File: src/rtl/hdlc_af_pkg.sv
package hdlc_af_pkg;
   localparam int BYTE_W = 8;

   typedef enum logic [1:0] {
      ST_IDLE,
      ST_ADDR,
      ST_PASS,
      ST_DROP
   } af_state_e;

   typedef struct packed {
      logic [BYTE_W-1:0] data;
      logic              last;
   } af_item_t;
endpackage

File: src/rtl/hdlc_af_match.sv
module hdlc_af_match
   import hdlc_af_pkg::*;
#(
   parameter int MAX_ADDR_BYTES = 4,
   parameter int LEN_W          = 2
) (
   input  logic [BYTE_W-1:0]                rx_byte,
   input  logic [LEN_W-1:0]                 lane_sel,
   input  logic [BYTE_W*MAX_ADDR_BYTES-1:0] station,
   input  logic [BYTE_W*MAX_ADDR_BYTES-1:0] care,
   output logic                             lane_hit
);
   logic [MAX_ADDR_BYTES-1:0] hits;
   logic [BYTE_W-1:0]         care_sel;

   for (genvar g = 0; g < MAX_ADDR_BYTES; g++) begin : g_lane
      assign hits[g] = ((rx_byte ^ station[g*BYTE_W +: BYTE_W]) & care[g*BYTE_W +: BYTE_W]) == '0;
   end

   assign lane_hit = hits[lane_sel];
   assign care_sel = care[lane_sel*BYTE_W +: BYTE_W];


   always_comb begin
      if (care_sel == '0) begin
         no_care_hit_chk: assert (lane_hit);
      end
   end
endmodule

File: src/rtl/hdlc_af_buf.sv
module hdlc_af_buf
   import hdlc_af_pkg::*;
#(
   parameter int DEPTH = 8
) (
   input  logic     clk,
   input  logic     rst_n,
   input  logic     push,
   input  af_item_t push_item,
   input  logic     mark,
   input  logic     hold,
   input  logic     rewind,
   output af_item_t head,
   output logic     drain
);
   localparam int PW = $clog2(DEPTH);

   af_item_t      mem [DEPTH];
   logic [PW:0]   wr_ptr, rd_ptr, mark_ptr, level;

   assign level = wr_ptr - rd_ptr;
   assign head  = mem[rd_ptr[PW-1:0]];
   assign drain = (level != '0) && !(hold && (rd_ptr == mark_ptr));

   always_ff @(posedge clk) begin
      if (push) mem[wr_ptr[PW-1:0]] <= push_item;
   end

   always_ff @(posedge clk) begin
      if (!rst_n) begin
         wr_ptr   <= '0;
         rd_ptr   <= '0;
         mark_ptr <= '0;
      end else begin
         if (mark)        mark_ptr <= wr_ptr;
         if (rewind)      wr_ptr   <= mark_ptr;
         else if (push)   wr_ptr   <= wr_ptr + 1'b1;
         if (drain)       rd_ptr   <= rd_ptr + 1'b1;
      end
   end


   no_overflow_chk: assert property (@(posedge clk) disable iff (!rst_n)
      push |-> (level < (PW+1)'(DEPTH)));
endmodule

File: src/rtl/hdlc_addr_filter.sv
module hdlc_addr_filter
   import hdlc_af_pkg::*;
#(
   parameter  int MAX_ADDR_BYTES = 4,
   localparam int LEN_W  = (MAX_ADDR_BYTES > 1) ? $clog2(MAX_ADDR_BYTES) : 1,
   localparam int ADDR_W = BYTE_W * MAX_ADDR_BYTES
) (
   input  logic              clk,
   input  logic              rst_n,
   input  logic              rx_valid,
   input  logic [BYTE_W-1:0] rx_data,
   input  logic              rx_sof,
   input  logic              rx_eof,
   input  logic [ADDR_W-1:0] cfg_station,
   input  logic [ADDR_W-1:0] cfg_care,
   input  logic [LEN_W-1:0]  cfg_len,
   output logic              fwd_valid,
   output logic [BYTE_W-1:0] fwd_data,
   output logic              fwd_last,
   output logic              short_pulse
);
   localparam int BUF_DEPTH = 1 << $clog2(2 * MAX_ADDR_BYTES);
   localparam logic [LEN_W-1:0] LEN_CAP = LEN_W'(MAX_ADDR_BYTES - 1);

   if (MAX_ADDR_BYTES < 1 || MAX_ADDR_BYTES > 4) begin : g_bad_len
      $error("MAX_ADDR_BYTES must lie in 1..4");
   end

   af_state_e        state, state_d;
   logic [LEN_W-1:0] cnt, cnt_d, idx, eff_len;
   logic             ok, ok_d, lane_hit, at_end;
   logic             push, mark, rewind, short_d, drain;
   af_item_t         push_item, head;

   assign eff_len   = (cfg_len > LEN_CAP) ? LEN_CAP : cfg_len;
   assign idx       = (state == ST_ADDR) ? cnt : '0;
   assign at_end    = (idx == eff_len);
   assign push_item = '{data: rx_data, last: rx_eof};

   hdlc_af_match #(.MAX_ADDR_BYTES(MAX_ADDR_BYTES), .LEN_W(LEN_W)) u_match (
      .rx_byte (rx_data),
      .lane_sel(idx),
      .station (cfg_station),
      .care    (cfg_care),
      .lane_hit(lane_hit)
   );

   hdlc_af_buf #(.DEPTH(BUF_DEPTH)) u_buf (
      .clk      (clk),
      .rst_n    (rst_n),
      .push     (push),
      .push_item(push_item),
      .mark     (mark),
      .hold     (state == ST_ADDR),
      .rewind   (rewind),
      .head     (head),
      .drain    (drain)
   );

   always_comb begin
      state_d = state;
      cnt_d   = cnt;
      ok_d    = ok;
      push    = 1'b0;
      mark    = 1'b0;
      rewind  = 1'b0;
      short_d = 1'b0;
      if (rx_valid) begin
         case (state)
            ST_IDLE: begin
               if (rx_sof) begin
                  mark = 1'b1;
                  if (at_end) begin
                     push    = lane_hit;
                     state_d = rx_eof ? ST_IDLE : (lane_hit ? ST_PASS : ST_DROP);
                  end else if (rx_eof) begin
                     short_d = 1'b1;
                  end else begin
                     push    = 1'b1;
                     cnt_d   = LEN_W'(1);
                     ok_d    = lane_hit;
                     state_d = ST_ADDR;
                  end
               end
            end
            ST_ADDR: begin
               if (at_end) begin
                  push    = ok && lane_hit;
                  rewind  = !(ok && lane_hit);
                  state_d = rx_eof ? ST_IDLE : ((ok && lane_hit) ? ST_PASS : ST_DROP);
               end else if (rx_eof) begin
                  short_d = 1'b1;
                  rewind  = 1'b1;
                  state_d = ST_IDLE;
               end else begin
                  push  = 1'b1;
                  cnt_d = cnt + 1'b1;
                  ok_d  = ok && lane_hit;
               end
            end
            ST_PASS: begin
               push = 1'b1;
               if (rx_eof) state_d = ST_IDLE;
            end
            default: begin
               if (rx_eof) state_d = ST_IDLE;
            end
         endcase
      end
   end

   always_ff @(posedge clk) begin
      if (!rst_n) begin
         state       <= ST_IDLE;
         cnt         <= '0;
         ok          <= 1'b0;
         fwd_valid   <= 1'b0;
         fwd_data    <= '0;
         fwd_last    <= 1'b0;
         short_pulse <= 1'b0;
      end else begin
         state       <= state_d;
         cnt         <= cnt_d;
         ok          <= ok_d;
         fwd_valid   <= drain;
         short_pulse <= short_d;
         if (drain) begin
            fwd_data <= head.data;
            fwd_last <= head.last;
         end
      end
   end


   short_src_chk: assert property (@(posedge clk) disable iff (!rst_n)
      short_pulse |-> $past(rx_valid && rx_eof));


   fwd_src_chk: assert property (@(posedge clk) disable iff (!rst_n)
      fwd_valid |-> $past(drain));


   addr_cnt_chk: assert property (@(posedge clk) disable iff (!rst_n)
      (state == ST_ADDR) |-> (cnt != '0));
endmodule

File: config.mk
export PLATFORM = sky130hd
export DESIGN_NAME = hdlc_addr_filter
export DESIGN_NICKNAME = d
export VERILOG_FILES = /design/src/rtl/hdlc_af_pkg.sv /design/src/rtl/hdlc_af_match.sv /design/src/rtl/hdlc_af_buf.sv /design/src/rtl/hdlc_addr_filter.sv
export SDC_FILE = /design/constraint.sdc
export NUM_CORES = 1
export LEC_CHECK = 0
export BUFFER_PORTS_ARGS = -buffer_cell sky130_fd_sc_hd__buf_2
export CORE_ASPECT_RATIO = 1.1
export CORE_MARGIN = 4
export CORE_UTILIZATION = 45
export DETAILED_ROUTE_END_ITERATION = 8
export HOLD_SLACK_MARGIN = 0.08
export PLACE_DENSITY = 0.67
export SLEW_MARGIN = 10
export SYNTH_ARGS = -nofsm -noshare
export SYNTH_HDL_FRONTEND = slang
export SYNTH_HIERARCHICAL = 1
export SYNTH_SLANG_ARGS = --single-unit
File: constraint.sdc
create_clock -name clk -period 7.6 [get_ports clk]
set_input_delay 1.9 -clock clk [delete_from_list [all_inputs] [get_ports clk]]
set_output_delay 1.9 -clock clk [all_outputs]
set_load 0.03 [all_outputs]
==> reports/results.tsv, run 1 <==
metric	value	unit
Seq/Total Area, Yosys	0.568	
count of input and output buffers	89	
vias in the first global route	3352	
Layout Nets	525	
top cells by area, synth	edfxtp_1, dfxtp_1, mux4_2	
Total Neg Setup Slack	0	ns
leakage	2.17	nW
crit-path cells	buf_2, xor2_1, a22o_1, a221oi_1, nand3_1, a31oi_1, inv_1, a211oi_1, o31a_1, nand2_1, nor2_1, xnor2_1, o21ai_0, and2_1	
min cycle time layout	5.24	ns
Final Hold Vio Count	0	
most common cell after layout, fill and taps aside	buf_2	
largest net degree at the start of global routing	22	
max_slew headroom	0.212	
CTS tree	done	
# H-tree levels	3	
first-pass GRT wire length	18200	um
worst-skew pair later-pin latency	0.35	ns
io pins	90	
Yosys top cell area share	0.441	
Startpoint Class	input pin	
Max VDD drop	120	uV
grt ovf	0	
RSZ-0062 raised after global routing	no	
post-synth top area cell	edfxtp_1	
initial antenna violation count	0	
row count	39	
synthesized area per cell	14.0	um2
Max clock buf depth	2	
Critical Path AT	5.49	ns
initial cell density of the core	0.467	
Setup violations, final	0	
Post-CTS Setup Bufs	0	
clock slew at reported path FFs	0.07	ns
DR pass1 iterations	4	
TritonCTS Buffers	9	
post-synthesis cell type count	66	
Synth Cell Area	4900	um2
wire per inst	19.8	um
Setup Skew	0.00574	ns
worst path bufs/invs	2	
layout cells sized above 1	0.348	
cell with the largest stage delay on the worst path	nor2_1	
Inst Count DP	573	
cell count after synthesis	349	
Crit Path Class	input pin to flip-flop	
Final period util	0.690	
global-route usage over all layers	0.193	
fin. max-slew vios	0	
FFs w/ async S/R, synth	0	
core area	10500	um2
area grow syn2layout	18.4	%
Largest stage delay, worst path	0.75	ns
commonest cells after routing, fill and taps aside	buf_2, edfxtp_1, xor2_1	
clk sinks	103	
Hold Path Class	flip-flop to flip-flop	
die width	107	um
nature of the critical path endpoint	flip-flop	
DP HPWL	8220	um
# diodes	0	
CP delay by family, top	compound AO/OA/AOI/OAI gates	
maximum fanout along the worst path	12	
Vias	3293	
Post-Syn Nets	433	
drt first-iter violations	210	
die footprint	12600	um2
WL final	11700	um
DRC viols	0	
via-per-instance ratio	5.59	
FILL cells	875	
Routability Congestion	0.840	
pwr dens	265	nW/um2
status	finished clean	
Post-CTS Hold Buffers	0	
Die H	117	um
clk root buf	clkbuf_16	
ys flop type	edfxtp_1	
Post-synth EDFFs	72	
maximum clock frequency	0.191	GHz
post_cts resized	0	
Synth Register Bits	103	
Worst-Margin Slew	1.18	ns
yosys warns	6	
CP required	7.84	ns
Routed Antenna Nets	0	
maxcap violations	0	
fin cells	589	
==> metal layers <==
metal,part of all wire,global-route usage,vias to the layer above
met3,0.062,0.0363,9
met4,0.0097,0.0687,0
met2,0.52,0.316,122
met1,0.41,0.256,1631
met5,0,0,-
li1,-,-,1531
==> logic make-up after synthesis <==
family          Yosys count  synth area share
flops                   103             0.568
simple gates             82            0.0998
compound gates           51            0.0850
mux                      47             0.144
xor+xnor                 38            0.0707
buf+inv                  23            0.0194
fa+ha+maj                 5            0.0128
==> power breakdown <==
| part | internal, mW | total (mW) | switching [mW] |
|---|---|---|---|
| clock | 0.259 | 0.467 | 0.207 |
| sequential | 0.637 | 0.671 | 0.0336 |
| combinational | 0.182 | 0.397 | 0.216 |
==> state kept, by name (all words and copies together), names as in the netlist, named ones only <==
register	cells
cnt	2
fwd_data	8
fwd_last	1
fwd_valid	1
ok	1
short_pulse	1
state	2
u_buf/mark_ptr	4
u_buf/mem	72
u_buf/rd_ptr	4
u_buf/wr_ptr	4
==> tightest hold or removal path, cell delays in order (launching register included) <==
cell and delay (ns):
dfxtp_1 0.32, mux2i_1 0.06, nor2_1 0.07
==> worst paths after layout <==
check                                              start                           end  slack [ns]  depth (start not counted)
worst max-delay path                          rx_data[5]  u_buf/wr_ptr[3]$_SDFFE_PN0P_        2.36                         14
worst max register to register     state[0]$_SDFFE_PN0P_  u_buf/wr_ptr[3]$_SDFFE_PN0P_        3.64                         13
worst min register to register  fwd_data[2]$_SDFFE_PN0P_      fwd_data[2]$_SDFFE_PN0P_        0.49                          2
worst min-delay path            fwd_data[2]$_SDFFE_PN0P_      fwd_data[2]$_SDFFE_PN0P_        0.49                          2
==> cells in the mapped netlist, types with 5 or more instances <==
cell	count
nor2_1	19
mux2_2	9
inv_1	12
dfxtp_1	31
a21oi_1	5
nand2_1	19
mux4_2	18
o21ai_0	6
nand2b_1	5
edfxtp_1	72
mux2i_1	20
nor2b_1	5
a222oi_1	5
ha_1	5
xor2_1	34
==> through the flow <==
stage	setup slack, ns	hold slack [ns]	power [mW]	area, um2	util
2_1_floorplan	3.05	0.470	0.972	4900	-
3_3_place_gp	1.99	0.468	1.08	5500	0.524
3_5_place_dp	1.93	0.474	1.09	5500	0.524
4_1_cts	2.27	0.494	1.55	5800	0.553
5_1_grt	2.02	0.519	1.62	5800	0.553
6_report	2.36	0.487	1.54	5800	0.553
==> layout make-up <==
cell class	count	area, um2	area share
Clock buffer	9	225	0.0388
Clock inverter	7	78.8	0.0136
Inverter	12	45.0	0.00777
Multi-Input combinational cell	223	2020	0.349
Sequential cell	103	2780	0.480
Tap cell	143	179	0.0308
Timing Repair Buffer	92	468	0.0807
Note: power is estimated with default switching activity, not from simulation.
==> inputs of run 2 (changes only) <==
--- a/config.mk
+++ b/config.mk
@@ -5,13 +5,14 @@
 export SDC_FILE = /design/constraint.sdc
 export NUM_CORES = 1
 export LEC_CHECK = 0
+export ABC_AREA = 1
 export BUFFER_PORTS_ARGS = -buffer_cell sky130_fd_sc_hd__buf_2
 export CORE_ASPECT_RATIO = 1.1
 export CORE_MARGIN = 4
 export CORE_UTILIZATION = 45
 export DETAILED_ROUTE_END_ITERATION = 8
 export HOLD_SLACK_MARGIN = 0.08
-export PLACE_DENSITY = 0.67
+export PLACE_DENSITY = 0.66
 export SLEW_MARGIN = 10
 export SYNTH_ARGS = -nofsm -noshare
 export SYNTH_HDL_FRONTEND = slang
==> constraint.sdc (replaced) <==
create_clock -name clk -period 5.1 [get_ports clk]
set_input_delay 1.275 -clock clk [delete_from_list [all_inputs] [get_ports clk]]
set_output_delay 1.275 -clock clk [all_outputs]
set_load 0.03 [all_outputs]
==> run 2 against run 1 <==
- sequential power rose by 54%
- register-to-register slack got worse by 1.9 ns
- critical path depth rose by 3
- sequential share of layout area fell by 1.4 points
- sequential cell count did not move
- synthesized area rose by 5.0%
- clock power rose by 40%
- highest routed layer unchanged
==> reports/results.tsv, run 2 <==
metric	value	unit
status	finished clean	
io pins	90	
Vias	4288	
Worst-Margin Slew	1.13	ns
clock slew at reported path FFs	0.06	ns
Max VDD drop	238	uV
fin util	0.541	
clock network power share	0.269	
layout cells sized above 1	0.178	
reg2reg setup slack	1.78	ns
Post-CTS Setup Bufs	0	
max reg flops	72	
Layout Nets	787	
ys flop type	edfxtp_1	
CP delay by family, top	simple AND/OR/NAND/NOR gates	
nature of the critical path endpoint	flip-flop	
synthesized area per cell	8.33	um2
min cycle time layout	3.82	ns
first-pass GRT wire length	19400	um
post-synth top area cell	edfxtp_1	
Power Internal	1.59	mW
Die H	120	um
area grow syn2layout	16.2	%
RSZ-0062 raised after global routing	no	
post_cts resized	0	
WL final	11900	um
Startpoint Class	input pin	
Synth Register Bits	103	
commonest cells after routing, fill and taps aside	nand2_1, nor2_1, buf_2	
Reg area	2780	um2
Largest stage delay, worst path	0.74	ns
initial cell density of the core	0.465	
Seq/Total Area, Yosys	0.541	
power share of the combinational group	0.310	
global-route usage over all layers	0.185	
Setup violations, final	0	
maximum clock frequency	0.262	GHz
power share of the sequential group	0.421	
die footprint	13200	um2
Total Neg Setup Slack	0	ns
clk root buf	clkbuf_16	
cell mode on critical path	nand2_1	
worst-skew pair later-pin latency	0.34	ns
wire per inst	14.0	um
Post-synth EDFFs	72	
Hold Path Class	flip-flop to flip-flop	
Critical Path AT	3.78	ns
crit-path cells	buf_2, nand2_1, nand3_1, nand2_1, nor2_1, nand3_2, nand2_1, nand2_1, nand2_1, nand2_1, o21ai_1, nand2_1, nand3_1, nand2_1, inv_1, nand2_1, nor2_1	
Crit Path Class	input pin to flip-flop	
FILL cells	1034	
Final Hold Vio Count	0	
initial antenna violation count	0	
Post-CTS Hold Buffers	0	
Routed Antenna Nets	0	
Max clock buf depth	2	
WHS	0.499	ns
count of input and output buffers	89	
Final period util	0.749	
TritonCTS Buffers	9	
cell with the most instances after synthesis	nand2_1	
most common cell after layout, fill and taps aside	nand2_1	
max_slew headroom	0.246	
DRC viols	0	
via-per-instance ratio	5.02	
clk sinks	103	
DR pass1 iterations	5	
maximum fanout along the worst path	13	
CTS tree	done	
largest net degree at the start of global routing	38	
fin. max-slew vios	0	
cell with the largest stage delay on the worst path	nor2_1	
Yosys top cell area share	0.420	
FFs w/ async S/R, synth	0	
core area	11100	um2
worst path bufs/invs	2	
leakage	2.64	nW
top cells by area, synth	edfxtp_1, dfxtp_1, nand2_1	
maxcap violations	0	
pwr dens	408	nW/um2
Setup Skew	0.00768	ns
drt first-iter violations	256	
yosys warns	6	
most common library cells after synthesis	nand2_1, nor2_1, edfxtp_1	
row count	40	
Synth Cell Area	5140	um2
post-synthesis cell type count	35	
grt ovf	0	
Switching Share	0.348	
die width	110	um
cell count after synthesis	618	
Switch Pwr	0.848	mW
# diodes	0	
DP HPWL	8870	um
CP required	5.06	ns
Routability Congestion	0.862	
vias in the first global route	4119	
# H-tree levels	3	
Post-Syn Nets	702	
area of the multi-input gates	2010	um2
run 2: cell types whose count changed in the layout (fill, tap and decap cells not counted), sizes merged, moves of 20 or more:
cell   previous run  this run
nand2            20       159
nand3             3        45
mux2i            20         0
xor2             34         5
o21ai             7        44
inv              15        66
nor2             20       118
run 2: logic make-up (layout without fill, tap and decap cells):
family	Yosys count	count (layout)	share of synthesized area
XOR/XNOR	6	6	0.0102
AND/OR/NAND/NOR	337	337	0.277
flip-flops	103	103	0.541
adder cells (fa/ha/maj)	5	5	0.0122
AO/OA/AOI/OAI	79	79	0.0910
buffers and inverters	88	178	0.0693
run 2: through the flow:
step	instance area [um2]	power, mW	cells	setup WS [ns]
3_3_place_gp	5700	1.79	839	0.969
5_1_grt	5980	2.59	855	1.01
6_report	5980	2.44	855	1.28
3_5_place_dp	5700	1.80	839	0.930
2_1_floorplan	5140	1.60	618	1.63
4_1_cts	5980	2.46	855	1.29
run 2: layout make-up:
type | count | share of cell area
Timing Repair Buffer | 90 | 0.0757
Clock inverter | 5 | 0.00837
Multi-Input combinational cell | 427 | 0.335
Clock buffer | 11 | 0.0389
Tap cell | 147 | 0.0308
Inverter | 72 | 0.0454
Sequential cell | 103 | 0.465
run 2: worst paths after layout:
| kind | start | to | cells past startpoint |
|---|---|---|---|
| max | rx_data[1] | u_buf/mem[7][1]$_DFFE_PP_ | 17 |
| min reg2reg | fwd_data[4]$_SDFFE_PN0P_ | fwd_data[4]$_SDFFE_PN0P_ | 2 |
| max reg2reg | state[1]$_SDFFE_PN0P_ | u_buf/mem[7][1]$_DFFE_PP_ | 18 |
| min | fwd_data[4]$_SDFFE_PN0P_ | fwd_data[4]$_SDFFE_PN0P_ | 2 |
run 2: power by group through the flow:
stage | Sequential (mW) | Combinational [mW] | Clock (mW)
after floorplan | 1.07 | 0.528 | 0
after global placement | 1.04 | 0.747 | 0
after detailed placement | 1.05 | 0.756 | 0
after CTS | 1.03 | 0.762 | 0.668
after global routing | 1.04 | 0.848 | 0.703
final | 1.03 | 0.756 | 0.655
run 2: per-layer routing:
metal | up-vias | part of all wire | global-route usage
li1 | 2204 | - | -
met1 | 1936 | 0.44 | 0.247
met2 | 138 | 0.49 | 0.307
met3 | 10 | 0.056 | 0.0317
met4 | 0 | 0.0092 | 0.0499
met5 | - | 0 | 0
run 2: worst reg2reg max path, stage by stage, from the launching register on:
cell     delay, ns
dfxtp_1       0.47
inv_2         0.11
nand3_1       0.13
inv_1         0.08
inv_1         0.09
o21ai_0       0.09
nor2_1        0.14
nand3_1       0.09
nand2_1       0.08
nand2_1       0.05
nand2_1       0.12
nand2_1       0.09
o21ai_1       0.18
nand2_1       0.07
nand3_1       0.06
nand2_1       0.05
inv_1         0.17
nand2_1       0.15
nor2_1        0.74
